--- config.mk ---
export PLATFORM = sky130hd
export DESIGN_NAME = ascii_dist_serializer
export DESIGN_NICKNAME = d
export VERILOG_FILES = /design/src/rtl/ds_pkg.sv /design/src/rtl/ds_capture.sv /design/src/rtl/ds_digits.sv /design/src/rtl/ds_seq.sv /design/src/rtl/ascii_dist_serializer.sv
export SDC_FILE = /design/constraint.sdc
export NUM_CORES = 1
export LEC_CHECK = 0
export ABC_AREA = 0
export ABC_CLOCK_PERIOD_IN_PS = 8450
export BUFFER_PORTS_ARGS = -buffer_cell sky130_fd_sc_hd__buf_2
export CORE_AREA = 2 2 179 181
export DETAILED_ROUTE_END_ITERATION = 10
export DIE_AREA = 0 0 181 183
export PLACE_DENSITY_LB_ADDON = 0.3
export SYNTH_ARGS = -nofsm -noshare
export SYNTH_HDL_FRONTEND = slang
export SYNTH_SLANG_ARGS = --single-unit
--- constraint.sdc ---
create_clock -name clk -period 8.45 [get_ports clk]
set_input_delay 2.1125 -clock clk [delete_from_list [all_inputs] [get_ports clk]]
set_output_delay 2.1125 -clock clk [all_outputs]
set_load 0.02 [all_outputs]
--- src/rtl/ds_pkg.sv ---
package ds_pkg;

    typedef enum logic [1:0] {
        ST_IDLE  = 2'd0,
        ST_ISSUE = 2'd1,
        ST_GUARD = 2'd2
    } seq_state_t;

    localparam logic [7:0] ASCII_ZERO = 8'h30;
    localparam logic [7:0] CHAR_CR    = 8'h0D;
    localparam logic [7:0] CHAR_LF    = 8'h0A;

    function automatic int pow10(input int k);
        int r;
        r = 1;
        for (int i = 0; i < k; i++) r = r * 10;
        return r;
    endfunction

endpackage

--- src/rtl/ds_capture.sv ---
module ds_capture #(
    parameter int DIST_W = 20,
    parameter int NDIG   = 5,
    localparam int SAT   = ds_pkg::pow10(NDIG) - 1,
    localparam int VAL_W = $clog2(SAT + 1),
    localparam int CW    = (DIST_W > VAL_W) ? DIST_W : VAL_W
) (
    input  logic              clk,
    input  logic              rst_n,
    input  logic              load,
    input  logic [DIST_W-1:0] din,
    output logic [VAL_W-1:0]  held
);

    logic [CW-1:0] din_wide;
    logic [VAL_W-1:0] clamped;

    assign din_wide = CW'(din);

    always_comb begin
        if (din_wide > CW'(SAT))
            clamped = VAL_W'(SAT);
        else
            clamped = VAL_W'(din_wide);
    end

    always_ff @(posedge clk or negedge rst_n) begin
        if (!rst_n)
            held <= '0;
        else if (load)
            held <= clamped;
    end

endmodule

--- src/rtl/ds_digits.sv ---
module ds_digits #(
    parameter int NDIG  = 5,
    parameter int VAL_W = 17,
    parameter int IDX_W = 3
) (
    input  logic [VAL_W-1:0] val,
    input  logic [IDX_W-1:0] idx,
    output logic [7:0]       ch
);
    import ds_pkg::*;

    logic [3:0] dig [NDIG];

    for (genvar g = 0; g < NDIG; g++) begin : g_dig
        localparam int WEIGHT = pow10(NDIG - 1 - g);
        logic [VAL_W-1:0] quot;
        logic [VAL_W-1:0] rem;
        assign quot   = val / VAL_W'(WEIGHT);
        assign rem    = quot % VAL_W'(10);
        assign dig[g] = rem[3:0];
    end

    always_comb begin
        ch = CHAR_LF;
        if (idx == IDX_W'(NDIG))
            ch = CHAR_CR;
        for (int i = 0; i < NDIG; i++) begin
            if (idx == IDX_W'(i))
                ch = ASCII_ZERO + {4'b0000, dig[i]};
        end
    end

endmodule

--- src/rtl/ds_seq.sv ---
module ds_seq #(
    parameter int IDX_W    = 3,
    parameter int LAST_IDX = 6
) (
    input  logic                clk,
    input  logic                rst_n,
    input  logic                step_en,
    input  logic                rdy_i,
    input  logic                tx_busy_i,
    input  logic [7:0]          char_i,
    output logic                load_o,
    output logic [IDX_W-1:0]    idx_o,
    output logic                tx_send_o,
    output logic [7:0]          tx_byte_o,
    output ds_pkg::seq_state_t  state_o
);
    import ds_pkg::*;

    seq_state_t state, nxt;
    logic       fire;
    logic       at_last;

    assign at_last = (idx_o == IDX_W'(LAST_IDX));
    assign fire    = (state == ST_ISSUE) && step_en && !tx_busy_i;
    assign load_o  = (state == ST_IDLE) && step_en && rdy_i;
    assign state_o = state;

    always_comb begin
        nxt = state;
        unique case (state)
            ST_IDLE:  if (step_en && rdy_i) nxt = ST_ISSUE;
            ST_ISSUE: if (fire)             nxt = ST_GUARD;
            ST_GUARD: if (step_en)          nxt = at_last ? ST_IDLE : ST_ISSUE;
            default:                        nxt = ST_IDLE;
        endcase
    end

    always_ff @(posedge clk or negedge rst_n) begin
        if (!rst_n)
            state <= ST_IDLE;
        else
            state <= nxt;
    end

    always_ff @(posedge clk or negedge rst_n) begin
        if (!rst_n) begin
            tx_send_o <= 1'b0;
            tx_byte_o <= 8'h00;
            idx_o     <= '0;
        end else begin
            tx_send_o <= 1'b0;
            if (load_o)
                idx_o <= '0;
            if (fire) begin
                tx_send_o <= 1'b1;
                tx_byte_o <= char_i;
            end
            if (state == ST_GUARD && step_en && !at_last)
                idx_o <= idx_o + 1'b1;
        end
    end

endmodule

--- src/rtl/ascii_dist_serializer.sv ---
module ascii_dist_serializer #(
    parameter int DIST_W = 20,
    parameter int NDIG   = 5
) (
    input  logic              clk,
    input  logic              rst_n,
    input  logic              step_en,
    input  logic              rdy_i,
    input  logic [DIST_W-1:0] dist_i,
    input  logic              tx_busy_i,
    output logic              tx_send_o,
    output logic [7:0]        tx_byte_o
);
    import ds_pkg::*;

    localparam int VAL_W    = $clog2(pow10(NDIG));
    localparam int LAST_IDX = NDIG + 1;
    localparam int IDX_W    = $clog2(LAST_IDX + 1);

    logic [VAL_W-1:0] held;
    logic [IDX_W-1:0] idx;
    logic [7:0]       ch;
    logic             load;
    seq_state_t       state;

    ds_capture #(.DIST_W(DIST_W), .NDIG(NDIG)) u_cap (
        .clk  (clk),
        .rst_n(rst_n),
        .load (load),
        .din  (dist_i),
        .held (held)
    );

    ds_digits #(.NDIG(NDIG), .VAL_W(VAL_W), .IDX_W(IDX_W)) u_dig (
        .val(held),
        .idx(idx),
        .ch (ch)
    );

    ds_seq #(.IDX_W(IDX_W), .LAST_IDX(LAST_IDX)) u_seq (
        .clk      (clk),
        .rst_n    (rst_n),
        .step_en  (step_en),
        .rdy_i    (rdy_i),
        .tx_busy_i(tx_busy_i),
        .char_i   (ch),
        .load_o   (load),
        .idx_o    (idx),
        .tx_send_o(tx_send_o),
        .tx_byte_o(tx_byte_o),
        .state_o  (state)
    );

endmodule

==> results of run 1 <==
==> per-stage QoR <==
| stage | cell area, µm² | utilization, % | hold slack [ns] | std cells | setup WS, ns |
|---|---|---|---|---|---|
| 6_report | 9930 | 31.8 | 0.508 | 1738 | 0.579 |
| 3_5_place_dp | 9650 | 30.9 | 0.481 | 1727 | 0.286 |
| 5_1_grt | 9930 | 31.8 | 0.563 | 1738 | 0.00487 |
| 4_1_cts | 9760 | 31.2 | 0.509 | 1731 | 0.268 |
| 2_1_floorplan | 9190 | - | 0.489 | 1347 | 1.40 |
| 3_3_place_gp | 9650 | 30.9 | 0.470 | 1727 | 0.429 |
==> cell type report <==
cell class / count / area, µm² / area share [%]
multi-input combinational: 1170 / 7850 / 79.0
sequential: 28 / 706 / 7.10
timing repair buffer: 92 / 613 / 6.17
tap: 402 / 503 / 5.06
inverter: 42 / 158 / 1.59
clock buffer: 3 / 75.1 / 0.756
clock inverter: 1 / 30.0 / 0.302
==> placed cells by master, fill, tap and decap left out, types with 14 or more instances in the layout <==
cell type / count
a211oi_1: 25
a21o_1: 14
a21oi_1: 75
a31oi_1: 25
and2_1: 15
and3_1: 19
buf_2: 31
buf_4: 61
dfrtp_1: 24
ha_1: 22
inv_1: 31
mux2i_1: 20
nand2_1: 129
nand2b_1: 16
nand3_1: 49
nor2_1: 122
nor3_1: 47
o211ai_1: 29
o21ai_0: 92
o21ai_1: 27
o22ai_1: 18
xnor2_1: 36
==> layer usage <==
metal / vias to the layer above / routed length (µm) / global-route usage [%] / part of all wire, %
li1: 5204 / - / - / -
met5: - / 0 / 0 / 0
met1: 5209 / 15300 / 26.4 / 46
met2: 444 / 15000 / 32.0 / 45
met4: 0 / 905 / 5.14 / 2.7
met3: 62 / 1920 / 1.63 / 5.8
==> state kept, by name (all words and copies together) (netlist names) <==
signal and count:
u_seq.tx_byte_o 5, u_seq.idx_o 3, u_cap.held 17, u_seq.state_o 2, u_seq.tx_send_o 1
==> Yosys cell counts, types with 28 or more instances <==
library cell  number  share of area (%)
clkbuf_1          45                1.8
dfrtp_1           28                7.6
xnor2_1           37                3.5
nand3_1           51                2.8
nor2_1           122                5.0
inv_1             31                1.3
o21ai_0           94                5.1
buf_2             30                1.6
o211ai_1          29                2.4
nor3_1            48                2.6
a21oi_1           76                4.1
nand2_1          129                5.3
==> worst max-delay path, delay by kind of cell (launching register included) <==
family                   cells  cell delay [ns]
AO/OA/AOI/OAI               13             3.30
XOR/XNOR                     1             0.22
adder cells (fa/ha/maj)      3             0.56
buffers and inverters        5             0.80
flip-flops                   1             0.49
multiplexers                 1             0.07
AND/OR/NAND/NOR              9             2.34
==> cell families after synthesis <==
family                     count (synthesis)
DFF                                       28
muxes                                     30
and+or+nand+nor                          515
buffers and inverters                    149
AOI/OAI and AO/OA                        546
adders and majority gates                 32
xor gates and xnor gates                  45
other                                      1
==> worst min-delay path by stage <==
stage | start | to | slack (ns) | cells past startpoint
5_1_grt | u_seq.tx_byte_o[2] | u_seq.tx_byte_o[2] | 0.56 | 2
4_1_cts | u_seq.tx_byte_o[2] | u_seq.tx_byte_o[2] | 0.51 | 2
6_report | u_seq.tx_byte_o[2] | u_seq.tx_byte_o[2] | 0.51 | 2
3_3_place_gp | u_seq.tx_byte_o[2] | u_seq.tx_byte_o[2] | 0.47 | 2
3_5_place_dp | u_seq.tx_byte_o[2] | u_seq.tx_byte_o[2] | 0.48 | 2
2_1_floorplan | u_seq.state_o[1] | u_seq.state_o[0] | 0.49 | 1
==> repair_timing <==
action	4_1_cts	5_1_grt
gates resized for setup	0	31
setup buffers	0	7
setup endpoints to repair	0	3
==> impl_metrics.json, run 1 <==
{
  "synth_xor_xnor_area_share_pct": 4.45,
  "drt_iter0_drc": 1259,
  "startpoint_type": "register",
  "nNetsFinal": 1384,
  "arrival_ns": 8.11,
  "fin_skew_ns": 0.0132,
  "io_pins": 34,
  "regToRegSetupSlack_ns": 0.58,
  "synthFlopType": "dfrtp_1",
  "grt_pass1_wl_um": 53200,
  "worstSetupEndpoint": "u_seq.tx_byte_o[3]",
  "drt_pre_antenna_iters": 8,
  "clk_latency_ns": 0.29,
  "end_kind": "register",
  "hold_violations": 0,
  "antenna_cells": 0,
  "syn_to_final_growth_pct": 8.12,
  "fmax_ghz": 0.127,
  "r2r-end": "u_seq.tx_byte_o[3]",
  "finalSetupViolCount": 0,
  "syn_avg_cell_area_um2": 6.83,
  "ys_seq_area_share_pct": 7.63,
  "fin_crit_ns": 7.87,
  "cpMostUsedCell": "buf_4",
  "worstReg2RegStart": "u_cap.held[12]",
  "fin_crit_sh_pct": 93.2,
  "report.final.slew_viol_count": 0,
  "maxCapViolations": 0,
  "maxSlewHeadroom_pct": 42.6,
  "detail_route.wl_per_cell_um": 19.1,
  "grt_overflow": 0,
  "grt_pass1_vias": 9815,
  "grt_max_degree": 34,
  "cts_tree": "done",
  "path_max_fanout": 26,
  "dp_hpwl_um": 24800,
  "required_ns": 8.69,
  "yosys.area_share.simple_pct": 28.5,
  "ys_seq_elements": 28,
  "n_fill_cell": 3436,
  "crit_slowest_cell": "or4_1",
  "path_class": "register to register",
  "worst-r2r-cell-count": 32,
  "grt_setup_unrepaired": "false",
  "outcome": "finished clean",
  "numCtsBuffers": 3,
  "synth_compound_area_share_pct": 43.6,
  "die_area_um2": 33100,
  "routabilityCongestion": 0.946,
  "coreArea_um2": 31200,
  "grtUsageTotal_pct": 19.1,
  "initial_core_util_pct": 29.4,
  "synth.area.mux_share_pct": 3.38,
  "syn_inst": 1346,
  "synthDistinctLibCells": 119,
  "dieWidth_um": 181,
  "cts_buffer_depth": 2,
  "tns_ns": 0,
  "synthArstFlopShare_pct": 100,
  "max_stage_delay_ns": 0.56,
  "vias": 10919,
  "synth_top_family_by_area": "compound AO/OA/AOI/OAI gates",
  "clk_pin_slew_worst_paths_ns": 0.09,
  "cts_sinks": 28,
  "drc_errors": 0,
  "wirelength_um": 33100,
  "viasPerCell": 6.28,
  "holdBufCountCts": 0,
  "ant_nets": 0,
  "io_buffers": 31,
  "worst_pin_slew_ns": 0.855,
  "drive_above_1_share_pct": 14.8,
  "antenna_found_initial": 0,
  "synth_edf_count": 0,
  "yosysWarnings": 0,
  "setup.worst_path.start": "u_cap.held[12]",
  "ctsHtreeMaxLevel": 1,
  "synth_fa_ha_area_share_pct": 4.08,
  "min_path_type": "register to register",
  "ctsRootBufferMaster": "clkbuf_16",
  "synth.cell_area_um2": 9190,
  "die_h_um": 183,
  "num_rows": 65
}
Power of run 1 is not shown: default switching activity piles up to over one toggle a cycle in this logic, so the estimate is an artifact.
==> run 2: changes to the inputs <==
- ABC_CLOCK_PERIOD_IN_PS: 8450 -> 6500
- clock period: 8.45 -> 6.5 ns (I/O delays scaled with it)
==> run 2 against run 1 <==
The run now ends with negative setup slack left. Die area unchanged. Core utilization up 12 points. Register-to-register slack worse by 0.84 ns. Global-route usage up 2.9 points. Setup slack worse by 0.84 ns. Clock skew down 0.0056 ns. First-iteration DRC count down 23%.
==> impl_metrics.json, run 2 (same netlist as run 1, synthesis figures left out) <==
{
  "clk_pin_slew_worst_paths_ns": 0.09,
  "cp_num_buf_inv": 7,
  "antenna_cells": 0,
  "violations": "negative setup slack",
  "cts_buffer_depth": 2,
  "cts_tree": "done",
  "report.final.slew_viol_count": 0,
  "antenna_found_initial": 1,
  "fin_crit_ns": 6.76,
  "ant_nets": 0,
  "crit_family": "compound AO/OA/AOI/OAI gates",
  "dp_slack_ns": -0.439,
  "viasPerCell": 5.91,
  "dp.cells": 2044,
  "layout_common_cells": "buf_4 (385), nand2_1 (125), nor2_1 (118)",
  "path_max_fanout": 8,
  "worst-r2r-cell-count": 34,
  "drc_errors": 0,
  "nNetsFinal": 1739,
  "grt_pass1_wl_um": 60600,
  "min_to": "u_seq.tx_byte_o[2]",
  "detail_route.wl_per_cell_um": 18.2,
  "largest_reg_flops": 17,
  "end_kind": "register",
  "maxCapViolations": 0,
  "path_class": "register to register",
  "cts_sinks": 28,
  "syn_to_final_growth_pct": 49.0,
  "largest_register": "u_cap.held",
  "grt_setup_unrepaired": "true",
  "grt_max_degree": 34,
  "required_ns": 6.67,
  "initial_core_util_pct": 29.4,
  "arrival_ns": 6.93,
  "dp_hpwl_um": 28800,
  "regArea_um2": 707,
  "ctsHtreeMaxLevel": 1,
  "grt_pass1_vias": 11615,
  "maxSlewHeadroom_pct": 39.3,
  "max_stage_delay_ns": 0.50,
  "wirelength_um": 38100,
  "regToRegSetupSlack_ns": -0.26,
  "hold_violations": 0,
  "setup.worst_path.start": "u_cap.held[12]",
  "fin_ws_ns": -0.260,
  "drt_pre_antenna_iters": 5,
  "fin_util_pct": 43.8,
  "startpoint_type": "register",
  "dieWidth_um": 181,
  "vias": 12371,
  "final_cells": 2093,
  "finalSetupViolCount": 4,
  "multi_input_area_um2": 8770,
  "min_path_type": "register to register",
  "num_rows": 65,
  "crit_slowest_cell": "dfrtp_2",
  "fin_crit_sh_pct": 104,
  "clk_latency_ns": 0.29,
  "io_pins": 34,
  "final_common_cell": "buf_4",
  "min_from": "u_seq.tx_byte_o[2]",
  "numCtsBuffers": 3,
  "die_area_um2": 33100,
  "ctsRootBufferMaster": "clkbuf_16",
  "routabilityCongestion": 0.929,
  "holdBufCountCts": 0,
  "drive_above_1_share_pct": 39.3,
  "worstReg2RegStart": "u_cap.held[12]",
  "outcome": "finished, violations left",
  "r2r-end": "u_seq.tx_byte_o[3]",
  "fin_skew_ns": 0.00766,
  "drt_iter0_drc": 969,
  "min_path_cells": 2,
  "coreArea_um2": 31200,
  "fmax_ghz": 0.148,
  "grt_overflow": 0,
  "worst_pin_slew_ns": 0.909,
  "io_buffers": 31,
  "die_h_um": 183,
  "tns_ns": -0.673,
  "top_regs": "u_cap.held: 17 flops, u_seq.tx_byte_o: 5 flops, u_seq.idx_o: 3 flops",
  "grtUsageTotal_pct": 22.0,
  "n_fill_cell": 3132
}
==> run 2: cell count changes in the layout (fill, tap and decap cells not counted), moves of 8 or more <==
cell / before / now
buf_4: 61 / 385
buf_6: 0 / 24
a31oi_4: 0 / 8
nor4_1: 13 / 5
o21ai_0: 92 / 84
==> run 2: timing repair <==
action | CTS | global route
resized for setup | 113 | 90
buffers inserted | 29 | 18
pin swaps | 56 | 42
setup endpoints to repair | 4 | 4
==> run 2: worst max path at each step <==
| stage | to | slack, ns | cells after the start |
|---|---|---|---|
| 2_1_floorplan | u_seq.tx_byte_o[2] | -0.32 | 35 |
| 3_3_place_gp | u_seq.tx_byte_o[2] | -0.47 | 29 |
| 3_5_place_dp | u_seq.tx_byte_o[2] | -0.44 | 28 |
| 4_1_cts | u_seq.tx_byte_o[2] | -0.11 | 32 |
| 5_1_grt | u_seq.tx_byte_o[3] | -0.56 | 37 |
| 6_report | u_seq.tx_byte_o[3] | -0.26 | 34 |
==> run 2: per-layer routing <==
layer	track usage, %	vias to the layer above	part of all wire (%)
met3	1.85	79	5.0
met5	0	-	0
li1	-	5934	-
met1	28.7	5921	44
met4	7.02	0	3.0
met2	38.4	437	48
==> run 2: area by class of cell <==
type | instances | area share [%]
flip-flops and latches | 28 | 5.16
repair buffers | 447 | 25.1
inverters | 42 | 1.21
clock inverters | 1 | 0.219
clock buffers | 3 | 0.548
multi-input cells | 1170 | 64.1
well taps | 402 | 3.67
==> run 2: metrics by stage <==
step | area, µm² | hold slack, ns
2_1_floorplan | 9410 | 0.489
6_report | 13700 | 0.517
3_3_place_gp | 12200 | 0.489
5_1_grt | 13700 | 0.561
4_1_cts | 13100 | 0.521
3_5_place_dp | 12200 | 0.497
==> run 2: worst reg2reg max path: cells and delay by family (launching register included) <==
family,cells,cell delay (ns)
AO/OA/AOI/OAI,13,2.47
AND/OR/NAND/NOR,7,1.38
buffers and inverters,7,0.82
adder cells (fa/ha/maj),4,0.82
flip-flops,1,0.50
multiplexers,2,0.43
XOR/XNOR,1,0.20
Power of run 2 is left out for the same reason.
==> run 3: changes to the inputs <==
- CELL_PAD_IN_SITES_DETAIL_PLACEMENT: unset -> 1
- CELL_PAD_IN_SITES_GLOBAL_PLACEMENT: unset -> 2
==> run 3 against run 2 <==
The run still ends with negative setup slack left. Setup slack worse by 0.096 ns. Register-to-register slack worse by 0.096 ns. Sequential cell count did not move. Clock skew is 0.0019 ns higher. Critical endpoint is now u_seq.tx_byte_o[1]. First-iteration DRC count shrank 31%. Core utilization is 2.6 points higher. Highest routed layer unchanged.
==> impl_metrics.json, run 3 (same netlist as run 1, synthesis figures left out) <==
{
  "outcome": "finished, violations left",
  "violations": "negative setup slack",
  "ctsHtreeMaxLevel": 1,
  "report.final.slew_viol_count": 0,
  "dp_hpwl_um": 34100,
  "cpMostUsedCell": "buf_4",
  "holdBufCountCts": 0,
  "fin_util_pct": 46.5,
  "nNetsFinal": 1820,
  "clk_pin_slew_worst_paths_ns": 0.08,
  "num_rows": 65,
  "grt_overflow": 0,
  "syn_to_final_growth_pct": 57.9,
  "clk_latency_ns": 0.28,
  "min_from": "u_seq.state_o[1]",
  "end_kind": "register",
  "min_path_type": "register to register",
  "drt_pre_antenna_iters": 5,
  "cts_tree": "done",
  "routabilityCongestion": 0.908,
  "maxSlewHeadroom_pct": 35.5,
  "r2r-end": "u_seq.tx_byte_o[1]",
  "hold_slack_ns": 0.537,
  "initial_core_util_pct": 29.4,
  "final_common_cell": "buf_4",
  "io_buffers": 31,
  "fin_crit_ns": 6.86,
  "die_area_um2": 33100,
  "detail_route.wl_per_cell_um": 20.5,
  "largest_register": "u_cap.held",
  "min_to": "u_seq.state_o[0]",
  "crit_family": "compound AO/OA/AOI/OAI gates",
  "numCtsBuffers": 3,
  "drc_errors": 0,
  "crit_slowest_cell": "or4_4",
  "worst_pin_slew_ns": 0.960,
  "path_class": "register to register",
  "io_pins": 34,
  "hold_violations": 0,
  "startpoint_type": "register",
  "required_ns": 6.66,
  "min_path_cells": 1,
  "max_stage_delay_ns": 0.53,
  "grt_setup_unrepaired": "true",
  "finalSetupViolCount": 3,
  "die_h_um": 183,
  "ctsRootBufferMaster": "clkbuf_16",
  "cts_buffer_depth": 2,
  "fin_crit_sh_pct": 105,
  "worstReg2RegStart": "u_cap.held[14]",
  "layout_common_cells": "buf_4 (467), nand2_1 (124), nor2_1 (116)",
  "largest_reg_flops": 17,
  "coreArea_um2": 31200,
  "fin_ws_ns": -0.356,
  "fin_skew_ns": 0.00960,
  "path_max_fanout": 7,
  "regToRegSetupSlack_ns": -0.36,
  "fmax_ghz": 0.146,
  "vias": 12750,
  "grt_pass1_vias": 13129,
  "antenna_found_initial": 0,
  "worst-r2r-cell-count": 35,
  "grt_pass1_wl_um": 70000,
  "wirelength_um": 44700,
  "tns_ns": -1.01,
  "drt_iter0_drc": 669,
  "drive_above_1_share_pct": 43.7,
  "grt_max_degree": 34,
  "dieWidth_um": 181,
  "viasPerCell": 5.86,
  "arrival_ns": 7.02,
  "ant_nets": 0,
  "grtUsageTotal_pct": 25.6,
  "top_regs": "u_cap.held: 17 flops, u_seq.tx_byte_o: 5 flops, u_seq.idx_o: 3 flops",
  "cts_sinks": 28,
  "maxCapViolations": 0,
  "cp_num_buf_inv": 9
}
-- run 3: worst max-delay path by stage --
stage                               from                  to  slack, ns  depth (start not counted)
after CTS                 u_cap.held[12]  u_seq.tx_byte_o[2]      -0.26                         30
after detailed placement  u_cap.held[12]  u_seq.tx_byte_o[2]      -0.74                         34
after floorplan           u_cap.held[12]  u_seq.tx_byte_o[2]      -0.32                         35
after global routing      u_cap.held[14]  u_seq.tx_byte_o[1]      -0.77                         36
after global placement    u_cap.held[12]  u_seq.tx_byte_o[2]      -0.45                         31
final                     u_cap.held[14]  u_seq.tx_byte_o[1]      -0.36                         35
-- run 3: repair_timing --
item	4_1_cts	5_1_grt
buffers inserted	29	15
gates resized for setup	120	121
endpoints found under the hold margin	0	0
gates cloned	1	0
pin swaps	40	62
setup endpoints to repair	4	4
-- run 3: metal layers --
metal	up-vias	global-route usage [%]	wire length (µm)	part of all wire [%]
met3	82	1.95	1130	2.5
met5	-	0	0	0
met4	0	7.84	1570	3.5
li1	6070	-	-	-
met2	235	46.9	22200	50
met1	6363	32.0	19800	44
-- run 3: area by class of cell --
cell class | count | area [µm²]
Timing Repair Buffer | 528 | 4040
Fill cell | 3921 | 16700
Inverter | 42 | 165
Antenna cell | 1 | 2.50
Multi-Input combinational cell | 1170 | 8980
Sequential cell | 28 | 704
Clock buffer | 3 | 75.1
Tap cell | 402 | 503
Clock inverter | 1 | 30.0
-- run 3: worst reg2reg max path, delay by kind of cell (launching register included) --
| family | cells | cell delay, ns |
|---|---|---|
| compound gates | 13 | 2.40 |
| xor+xnor | 2 | 0.30 |
| fa+ha+maj | 3 | 0.69 |
| buf+inv | 9 | 1.41 |
| flops | 1 | 0.43 |
| simple gates | 8 | 1.56 |
-- run 3: metrics by stage --
| stage | worst slack (ns) | instances | cell area (µm²) |
|---|---|---|---|
| floorplan | -0.324 | 1347 | 9410 |
| global placement | -0.452 | 2126 | 12900 |
| detailed placement | -0.740 | 2126 | 12900 |
| CTS | -0.259 | 2160 | 13800 |
| global route | -0.765 | 2174 | 14500 |
| finish | -0.356 | 2175 | 14500 |
Power of run 3 is left out for the same reason.
